`src/rtl/pin_sampler_pkg.sv`:
```
package pin_sampler_pkg;
  localparam int REG_ADDR_W = 3;
  localparam logic [REG_ADDR_W-1:0] ADR_CTRL = 3'd0;
  localparam logic [REG_ADDR_W-1:0] ADR_RATE = 3'd1;
  localparam logic [REG_ADDR_W-1:0] ADR_WORD = 3'd2;
  localparam logic [REG_ADDR_W-1:0] ADR_STAT = 3'd3;
  localparam logic [REG_ADDR_W-1:0] ADR_MASK = 3'd4;
  localparam int DONE_BIT = 18;
  localparam int OVR_BIT  = 19;
endpackage

```
`src/rtl/ps_sync.sv`:
```
module ps_sync #(
  parameter int STAGES = 2
) (
  input  logic clk,
  input  logic rst,
  input  logic d_i,
  output logic q_o
);
  logic [STAGES-1:0] chain_q;

  generate
    if (STAGES == 1) begin : g_one
      always_ff @(posedge clk) begin
        if (rst) chain_q <= '0;
        else     chain_q <= d_i;
      end
    end else begin : g_many
      always_ff @(posedge clk) begin
        if (rst) chain_q <= '0;
        else     chain_q <= {chain_q[STAGES-2:0], d_i};
      end
    end
  endgenerate

  assign q_o = chain_q[STAGES-1];
endmodule

```
`src/rtl/ps_prescaler.sv`:
```
module ps_prescaler #(
  parameter int CNT_W = 16
) (
  input  logic             clk,
  input  logic             rst,
  input  logic             enable_i,
  input  logic [CNT_W-1:0] period_i,
  output logic             tick_o
);
  logic [CNT_W-1:0] cnt_q;

  assign tick_o = enable_i && (cnt_q >= period_i);

  always_ff @(posedge clk) begin
    if (rst || !enable_i) cnt_q <= '0;
    else if (tick_o)      cnt_q <= '0;
    else                  cnt_q <= cnt_q + 1'b1;
  end

  AST_CNT_HELD_OFF: assert property (@(posedge clk) disable iff (rst)
    !enable_i |=> (cnt_q == '0));
endmodule

```
`src/rtl/ps_capture.sv`:
```
module ps_capture #(
  parameter int WORD_W = 32
) (
  input  logic              clk,
  input  logic              rst,
  input  logic              enable_i,
  input  logic              tick_i,
  input  logic              bit_i,
  output logic              done_o,
  output logic [WORD_W-1:0] word_o
);
  localparam int IDX_W = $clog2(WORD_W);
  localparam logic [IDX_W-1:0] LAST = IDX_W'(WORD_W - 1);

  logic [WORD_W-1:0] shift_q, shift_nx, hold_q;
  logic [IDX_W-1:0]  idx_q;

  assign shift_nx = {bit_i, shift_q[WORD_W-1:1]};
  assign done_o   = tick_i && (idx_q == LAST);
  assign word_o   = hold_q;

  always_ff @(posedge clk) begin
    if (rst) begin
      shift_q <= '0;
      hold_q  <= '0;
      idx_q   <= '0;
    end else begin
      if (!enable_i) idx_q <= '0;
      else if (tick_i) begin
        shift_q <= shift_nx;
        if (idx_q == LAST) begin
          hold_q <= shift_nx;
          idx_q  <= '0;
        end else begin
          idx_q <= idx_q + 1'b1;
        end
      end
    end
  end

  AST_HOLD_STABLE: assert property (@(posedge clk) disable iff (rst)
    !done_o |=> $stable(hold_q));
  AST_IDX_CLEARED_OFF: assert property (@(posedge clk) disable iff (rst)
    !enable_i |=> (idx_q == '0));
endmodule

```
`src/rtl/ps_regs.sv`:
```
module ps_regs
  import pin_sampler_pkg::*;
#(
  parameter int DATA_W       = 32,
  parameter int PER_W        = 16,
  parameter int RESET_PERIOD = 0
) (
  input  logic                  clk,
  input  logic                  rst,
  input  logic                  wr_en_i,
  input  logic                  rd_en_i,
  input  logic [REG_ADDR_W-1:0] addr_i,
  input  logic [DATA_W-1:0]     wdata_i,
  input  logic                  word_done_i,
  input  logic [DATA_W-1:0]     word_i,
  output logic                  enable_o,
  output logic [PER_W-1:0]      period_o,
  output logic [DATA_W-1:0]     rdata_o,
  output logic                  irq_o
);
  logic              en_q, done_q, ovr_q, irq_q;
  logic [PER_W-1:0]  per_q;
  logic [DATA_W-1:0] mask_q, rdata_q, stat_w, rd_mux;
  logic              wr_stat, clr_done, clr_ovr;

  assign wr_stat  = wr_en_i && (addr_i == ADR_STAT);
  assign clr_done = wr_stat && wdata_i[DONE_BIT];
  assign clr_ovr  = wr_stat && wdata_i[OVR_BIT];

  always_comb begin
    stat_w           = '0;
    stat_w[DONE_BIT] = done_q;
    stat_w[OVR_BIT]  = ovr_q;
    case (addr_i)
      ADR_CTRL: rd_mux = {{(DATA_W-1){1'b0}}, en_q};
      ADR_RATE: rd_mux = {{(DATA_W-PER_W){1'b0}}, per_q};
      ADR_WORD: rd_mux = word_i;
      ADR_STAT: rd_mux = stat_w;
      ADR_MASK: rd_mux = mask_q;
      default:  rd_mux = '0;
    endcase
  end

  always_ff @(posedge clk) begin
    if (rst) begin
      en_q    <= 1'b0;
      per_q   <= PER_W'(RESET_PERIOD);
      mask_q  <= '0;
      done_q  <= 1'b0;
      ovr_q   <= 1'b0;
      irq_q   <= 1'b0;
      rdata_q <= '0;
    end else begin
      if (wr_en_i && addr_i == ADR_CTRL) en_q   <= wdata_i[0];
      if (wr_en_i && addr_i == ADR_RATE) per_q  <= wdata_i[PER_W-1:0];
      if (wr_en_i && addr_i == ADR_MASK) mask_q <= wdata_i;
      if (word_done_i)   done_q <= 1'b1;
      else if (clr_done) done_q <= 1'b0;
      if (word_done_i && done_q && !clr_done) ovr_q <= 1'b1;
      else if (clr_ovr)                       ovr_q <= 1'b0;
      irq_q <= done_q && mask_q[DONE_BIT];
      if (rd_en_i) rdata_q <= rd_mux;
    end
  end

  assign enable_o = en_q;
  assign period_o = per_q;
  assign rdata_o  = rdata_q;
  assign irq_o    = irq_q;

  AST_DONE_SETS_STATUS: assert property (@(posedge clk) disable iff (rst)
    word_done_i |=> done_q);
  AST_OVR_NEEDS_DONE: assert property (@(posedge clk) disable iff (rst)
    $rose(ovr_q) |-> $past(done_q));
  AST_IRQ_MASKED: assert property (@(posedge clk) disable iff (rst)
    irq_q |-> $past(mask_q[DONE_BIT]));
endmodule

```
`src/rtl/pin_sampler.sv`:
```
module pin_sampler
  import pin_sampler_pkg::*;
#(
  parameter int WORD_W       = 32,
  parameter int PER_W        = 16,
  parameter int SYNC_STAGES  = 2,
  parameter int RESET_PERIOD = 0
) (
  input  logic                  clk,
  input  logic                  rst,
  input  logic                  pin_i,
  input  logic                  wr_en_i,
  input  logic                  rd_en_i,
  input  logic [REG_ADDR_W-1:0] addr_i,
  input  logic [WORD_W-1:0]     wdata_i,
  output logic [WORD_W-1:0]     rdata_o,
  output logic                  irq_o
);
  logic              pin_sync, tick, enable, word_done;
  logic [PER_W-1:0]  period;
  logic [WORD_W-1:0] word;

  ps_sync #(.STAGES(SYNC_STAGES)) u_sync (
    .clk(clk), .rst(rst), .d_i(pin_i), .q_o(pin_sync));

  ps_prescaler #(.CNT_W(PER_W)) u_presc (
    .clk(clk), .rst(rst), .enable_i(enable), .period_i(period), .tick_o(tick));

  ps_capture #(.WORD_W(WORD_W)) u_cap (
    .clk(clk), .rst(rst), .enable_i(enable), .tick_i(tick), .bit_i(pin_sync),
    .done_o(word_done), .word_o(word));

  ps_regs #(.DATA_W(WORD_W), .PER_W(PER_W), .RESET_PERIOD(RESET_PERIOD)) u_regs (
    .clk(clk), .rst(rst), .wr_en_i(wr_en_i), .rd_en_i(rd_en_i), .addr_i(addr_i),
    .wdata_i(wdata_i), .word_done_i(word_done), .word_i(word),
    .enable_o(enable), .period_o(period), .rdata_o(rdata_o), .irq_o(irq_o));
endmodule

```
`config.mk`:
```
export PLATFORM = sky130hd
export DESIGN_NAME = pin_sampler
export DESIGN_NICKNAME = d
export VERILOG_FILES = /design/src/rtl/pin_sampler_pkg.sv /design/src/rtl/ps_sync.sv /design/src/rtl/ps_prescaler.sv /design/src/rtl/ps_capture.sv /design/src/rtl/ps_regs.sv /design/src/rtl/pin_sampler.sv
export SDC_FILE = /design/constraint.sdc
export NUM_CORES = 1
export LEC_CHECK = 0
export ABC_AREA = 1
export CAP_MARGIN = 40
export CELL_PAD_IN_SITES_DETAIL_PLACEMENT = 0
export CELL_PAD_IN_SITES_GLOBAL_PLACEMENT = 2
export CORE_MARGIN = 2
export CORE_UTILIZATION = 28
export CTS_CLUSTER_DIAMETER = 40
export CTS_CLUSTER_SIZE = 30
export DETAILED_ROUTE_END_ITERATION = 8
export PLACE_DENSITY = 0.76
export SLEW_MARGIN = 40
export SYNTH_ARGS = -nofsm -noshare
export SYNTH_HDL_FRONTEND = slang
export SYNTH_SLANG_ARGS = --single-unit
```
`constraint.sdc`:
```
create_clock -name clk -period 1.9 [get_ports clk]
set_clock_uncertainty 0.2 [all_clocks]
set_input_delay 0.475 -clock clk [delete_from_list [all_inputs] [get_ports clk]]
set_output_delay 0.475 -clock clk [all_outputs]
set_load 0.05 [all_outputs]
```
# Yosys cells after proc, flatten, opt, wreduce, memory -nomap -nowiden
# Index checks and enable logic that the tools add are counted.
[word_totals] register_bits=171 input_bits=40 output_inout_bits=33 wordCells=48
[op_classes] add_sub_neg=2 order_cmp=1 eq_ne=5 n_mux=6 bitwise=1 n_reduce_logical=21
[op_table] operator="one-hot mux 32 bit (5 select lines)" count=1
[op_table] operator="adder 16 x 1 -> 16 bit (second input constant)" count=1
[op_table] operator="greater-or-equal comparator 16 bit" count=1
[op_table] operator="logical AND 1 bit" count=11
[op_table] operator="== test 3 x 2 -> 1 bit (second input constant)" count=2
[op_table] operator="adder 5 x 1 -> 5 bit (second input constant)" count=1
[op_table] operator="== test 5 bit (second input constant)" count=1
[op_table] operator="two-way mux 5 bit" count=1
[op_table] operator="two-way mux 1 bit" count=4
[op_table] operator="nonzero test 2 bit" count=2
[op_table] operator="OR reduction 2 bit" count=2
[op_table] operator="== test 3 x 1 -> 1 bit (second input constant)" count=1
[op_table] operator="== test 3 bit (second input constant)" count=1
[op_table] operator="logical NOT 3 bit" count=1
[op_table] operator="AND reduction 3 bit" count=1
[op_table] operator="logical NOT 1 bit" count=2
[op_table] operator="AND reduction 2 bit" count=1
[op_table] operator="logical OR 1 bit" count=1
[op_table] operator="NOT 1 bit" count=1

# Longest topological paths before layout
[depth] word_depth=6 ltp_mapped=16 depth_no_buf=15

# Cells and area by module
# Synthesis repeated with hierarchy kept, for this count alone.
[unflattened] cells_unflattened=1004 hier_area_um2=7335.8
[by_module_without_submodules] mod="ps_regs" instances=1 cells_each=485 area_each_um2=3499.6 seq_area_each_um2=1681.6
[by_module_without_submodules] mod="ps_capture" instances=1 cells_each=361 area_each_um2=2651.3 seq_area_each_um2=1361.3
[by_module_without_submodules] mod="ps_prescaler" instances=1 cells_each=152 area_each_um2=1129.8 seq_area_each_um2=320.3
[by_module_without_submodules] mod="ps_sync" instances=1 cells_each=6 area_each_um2=55.1 seq_area_each_um2=40.0

# Least setup slack after synthesis
# No wires, ideal clock.
[synth_path] path_type="reg2reg" start="register u_cap.idx_q[0]" end="register u_cap.hold_q[2], in the netlist u_cap.word_o[2]" setup_time_ns=0.110 arrival_time_ns=1.653 required_ns=1.590 setup_slack_ns=-0.063 path_stages_with_launch=10 n_path_buf=2 period_less_slack_ns=1.963 path_cell_list="dfxtp_1 > ha_1 > inv_1 > nor3_1 > ha_1 > clkbuf_1 > buf_1 > nand4_1 > nand2_1 > nor2_1"
[synth_between] elab_chain_len=2
[synth_rtl] element="start, declared" line="ps_capture.sv:16" source="logic [IDX_W-1:0] idx_q;"
[synth_rtl] element="start signal, assigned" line="ps_capture.sv:35" source="idx_q <= idx_q + 1'b1;"
[synth_rtl] element="== test 5 bit" line="ps_capture.sv:31" source="if (idx_q == LAST) begin"
[synth_rtl] element="AND reduction 3 bit (no line)"
[synth_rtl] element="end signal, assigned" line="ps_capture.sv:32" source="hold_q <= shift_nx;"
[synth_rtl] element="end, declared" line="ps_capture.sv:15" source="logic [WORD_W-1:0] shift_q, shift_nx, hold_q;"
# Every way passes these cells.
# A chain may end at the register's enable or synchronous reset.

# Final worst setup path
[layout_path] start="register u_regs.per_q[11], in the netlist u_regs.period_o[11]" end="register u_cap.hold_q[0], in the netlist u_cap.word_o[0]"
[layout_between] elab_chain_len=3
[layout_rtl] element="start, declared" line="ps_regs.sv:22" source="logic [PER_W-1:0] per_q;"
[layout_rtl] element="start signal, assigned" line="ps_regs.sv:47" source="per_q <= PER_W'(RESET_PERIOD);"
[layout_rtl] element="start signal, assigned" line="ps_regs.sv:55" source="if (wr_en_i && addr_i == ADR_RATE) per_q <= wdata_i[PER_W-1:0];"
[layout_rtl] element="greater-or-equal comparator 16 bit" line="ps_prescaler.sv:12" source="assign tick_o = enable_i && (cnt_q >= period_i);"
[layout_rtl] element="logical AND 1 bit" line="ps_prescaler.sv:12"
[layout_rtl] element="AND reduction 3 bit (no line)"
# Every way passes these cells.

==> flow_summary.json <==
{
  "synthDistinctLibCells": 38,
  "cts_tree": "yes",
  "fill_cells": 2751,
  "drtIter0Drc": 318,
  "cpLargestDelayFamily": "simple AND/OR/NAND/NOR gates",
  "cts_buffers": 17,
  "diodes": 0,
  "met3_usage": 0.0242,
  "finalWirelength_um": 22300,
  "syn_to_final_growth_pct": 45.0,
  "place_congestion": 0.764,
  "path_clk_slew_ps": 70,
  "grt_max_degree": 40,
  "ios": 73,
  "hold_start": "rst",
  "first_pass_iters": 5,
  "wire_per_inst_um": 14.6,
  "grt_busiest_layer": "met2",
  "slew_headroom": 0.703,
  "outcome": "complete, but fails checks",
  "ctsRootBufferMaster": "clkbuf_16",
  "arrival_ps": 2280,
  "rows": 60,
  "tightest_slew_ps": 446,
  "start_util": 0.282,
  "grt_pass1_wl_um": 35100,
  "regArea_um2": 3420,
  "clock_latency_ps": 420,
  "antenna_found_initial": 0,
  "violations": "negative setup slack",
  "synthFlopType": "dfxtp_1",
  "grt_use_met1": 0.235,
  "ir_drop_mv": 0.573,
  "endpoint_kind": "flip-flop",
  "cts_max_level": 4,
  "drv_cap": 0,
  "die_x_um": 168,
  "dp_hpwl_um": 15300,
  "synth_edf_count": 0,
  "fin_tns_setup_ps": -14030,
  "synth_area_leader_cell": "dfxtp_1",
  "viasPerCell": 4.45,
  "required_ps": 2060,
  "final_layout_size_suffix_gt1_frac": 0.262,
  "reg2reg_from": "u_regs.period_o[11]",
  "min_path_type": "input pin to flip-flop",
  "power.density_nw_per_um2": 759,
  "critical_path.max_stage_delay_ps": 350,
  "syn_nets": 1098,
  "drc": 0,
  "netlist_area_um2": 7540,
  "cp_max_fo": 6,
  "syn_avg_cell_area_um2": 7.26,
  "core-area_um2": 26700,
  "setup_ws_ps": -216,
  "synthTopCellsByCount": "nand2_1 (196), inv_1 (173), dfxtp_1 (170)",
  "cts.path.max_buffers": 2,
  "synth_warnings": 0,
  "final_util": 0.409,
  "ys_ff_latch": 170,
  "rsz0062_at_grt": "true",
  "fin_crit_sh": 1.11,
  "grtUsageTotal": 0.157,
  "startpoint": "u_regs.period_o[11]",
  "placed_area_um2": 9480,
  "hold_viol": 0,
  "crit_type": "flip-flop to flip-flop",
  "fin_nets": 1233,
  "clock_sinks": 170,
  "grtUsageMet2": 0.238,
  "seq_area_frac_synth": 0.451,
  "final_cell_area_um2": 10900,
  "first_global_vias": 6381,
  "crit_slowest_cell": "dfxtp_1",
  "path_cells": "inv_2 > ha_4 > nand4_1 > nor3_2 > nand2_2 > nand2_4 > buf_12 > nand3_4 > clkbuf_16 > nand2_1 > inv_1 > nor2_1",
  "finalSetupViolations": 86,
  "p_total_mw": 8.30,
  "max_freq_mhz": 473,
  "overflow": 0,
  "fin_crit_ps": 2120,
  "start_kind": "flip-flop",
  "final_cells": 1527,
  "leakagePower_nw": 4.21,
  "yosys-top-cells-area": "dfxtp_1 (45%), nand2_1 (9.8%), inv_1 (8.6%)",
  "ant_nets": 0,
  "die_area_um2": 28300,
  "multi_input_area_um2": 3550,
  "die_y_um": 168,
  "report.final.slew_viol_count": 0,
  "portBuffers": 72,
  "synth_most_common_cell": "nand2_1",
  "placed_cells": 1473,
  "hold_buffers": 0,
  "num_vias": 6798,
  "synthCells": 1039,
  "synthArstFlopShare": 0,
  "synth_top_area_frac": 0.451,
  "critical_path_buf_inv_count": 4
}
## sequential cells by signal, summed over array words and instances (netlist names)
name,cells
u_cap.shift_q,31
u_presc.cnt_q,16
u_cap.word_o,32
u_sync.chain_q,2
u_regs.enable_o,1
u_cap.idx_q,5
u_regs.done_q,1
u_regs.irq_o,1
u_regs.rdata_o,32
u_regs.period_o,16
u_regs.mask_q,32
u_regs.ovr_q,1
## power breakdown
part | switching [mW] | internal, mW
logic | 0.459 | 0.417
clock network | 1.53 | 2.23
registers | 0.0411 | 3.63
## cell usage in the layout, fill, tap and decap left out, types with 10 or more instances in the layout
master and count:
nor2_2 32, a21oi_2 12, o221ai_1 13, nor2_1 84, dfxtp_1 155, clkbuf_16 20, ha_4 12, inv_2 19
nand3_1 18, nand2_2 22, clkdlybuf4s50_1 37, o21ai_1 16, dfxtp_2 15, inv_1 154, o21ai_0 61, o22ai_1 14
buf_12 49, nand2_1 175, buf_4 71, a21oi_1 87, buf_6 10, nand4_1 36
## metrics by stage
| step | worst slack, ps | hold slack (ps) |
|---|---|---|
| global route | -342 | 132 |
| detailed placement | -441 | 204 |
| global placement | -454 | 192 |
| CTS | -194 | 119 |
| finish | -216 | 138 |
| floorplan | 17.1 | 188 |
## worst reg2reg max path, stage by stage (launching register included)
cell	delay [ps]
dfxtp_1	350
inv_2	70
ha_4	280
nand4_1	120
nor3_2	160
nand2_2	100
nand2_4	110
buf_12	110
nand3_4	160
clkbuf_16	230
nand2_1	60
inv_1	30
nor2_1	80
## metal layers
metal	wire (µm)	up-vias
met4	200	0
li1	-	3594
met2	9760	92
met3	718	15
met5	0	-
met1	11600	3097
## repair_timing
| item | in CTS | in global routing |
|---|---|---|
| gates cloned | 4 | 4 |
| setup buffers | 14 | 3 |
| endpoints found under the setup margin | 87 | 96 |
| pin swaps | 17 | 15 |
| resized for setup | 128 | 46 |
## logic make-up (layout without fill, tap and decap cells)
kind of cell,after synthesis,count (layout),share of synthesized area
xor gates and xnor gates,4,4,0.00464
buffers and inverters,238,385,0.133
adders and majority gates,19,19,0.0315
and+or+nand+nor,394,394,0.225
DFF,170,170,0.451
AOI/OAI and AO/OA,214,214,0.155
## path summary, 6_finish.rpt
check / endpoint / slack, ps / depth (start not counted)
min: u_regs.rdata_o[15] / 140 / 2
min reg2reg: u_sync.chain_q[1] / 210 / 2
max reg2reg: u_cap.word_o[0] / -220 / 12
max: u_cap.word_o[0] / -220 / 12
## cell type report
type	count	share of cell area
Multi-Input combinational cell	631	0.325
Inverter	176	0.0623
Timing Repair inverter	1	0.00183
Clock inverter	14	0.0188
Timing Repair Buffer	177	0.201
Clock buffer	17	0.0389
Sequential cell	170	0.313
Tap cell	341	0.0390
(Power assumes the default switching activity.)
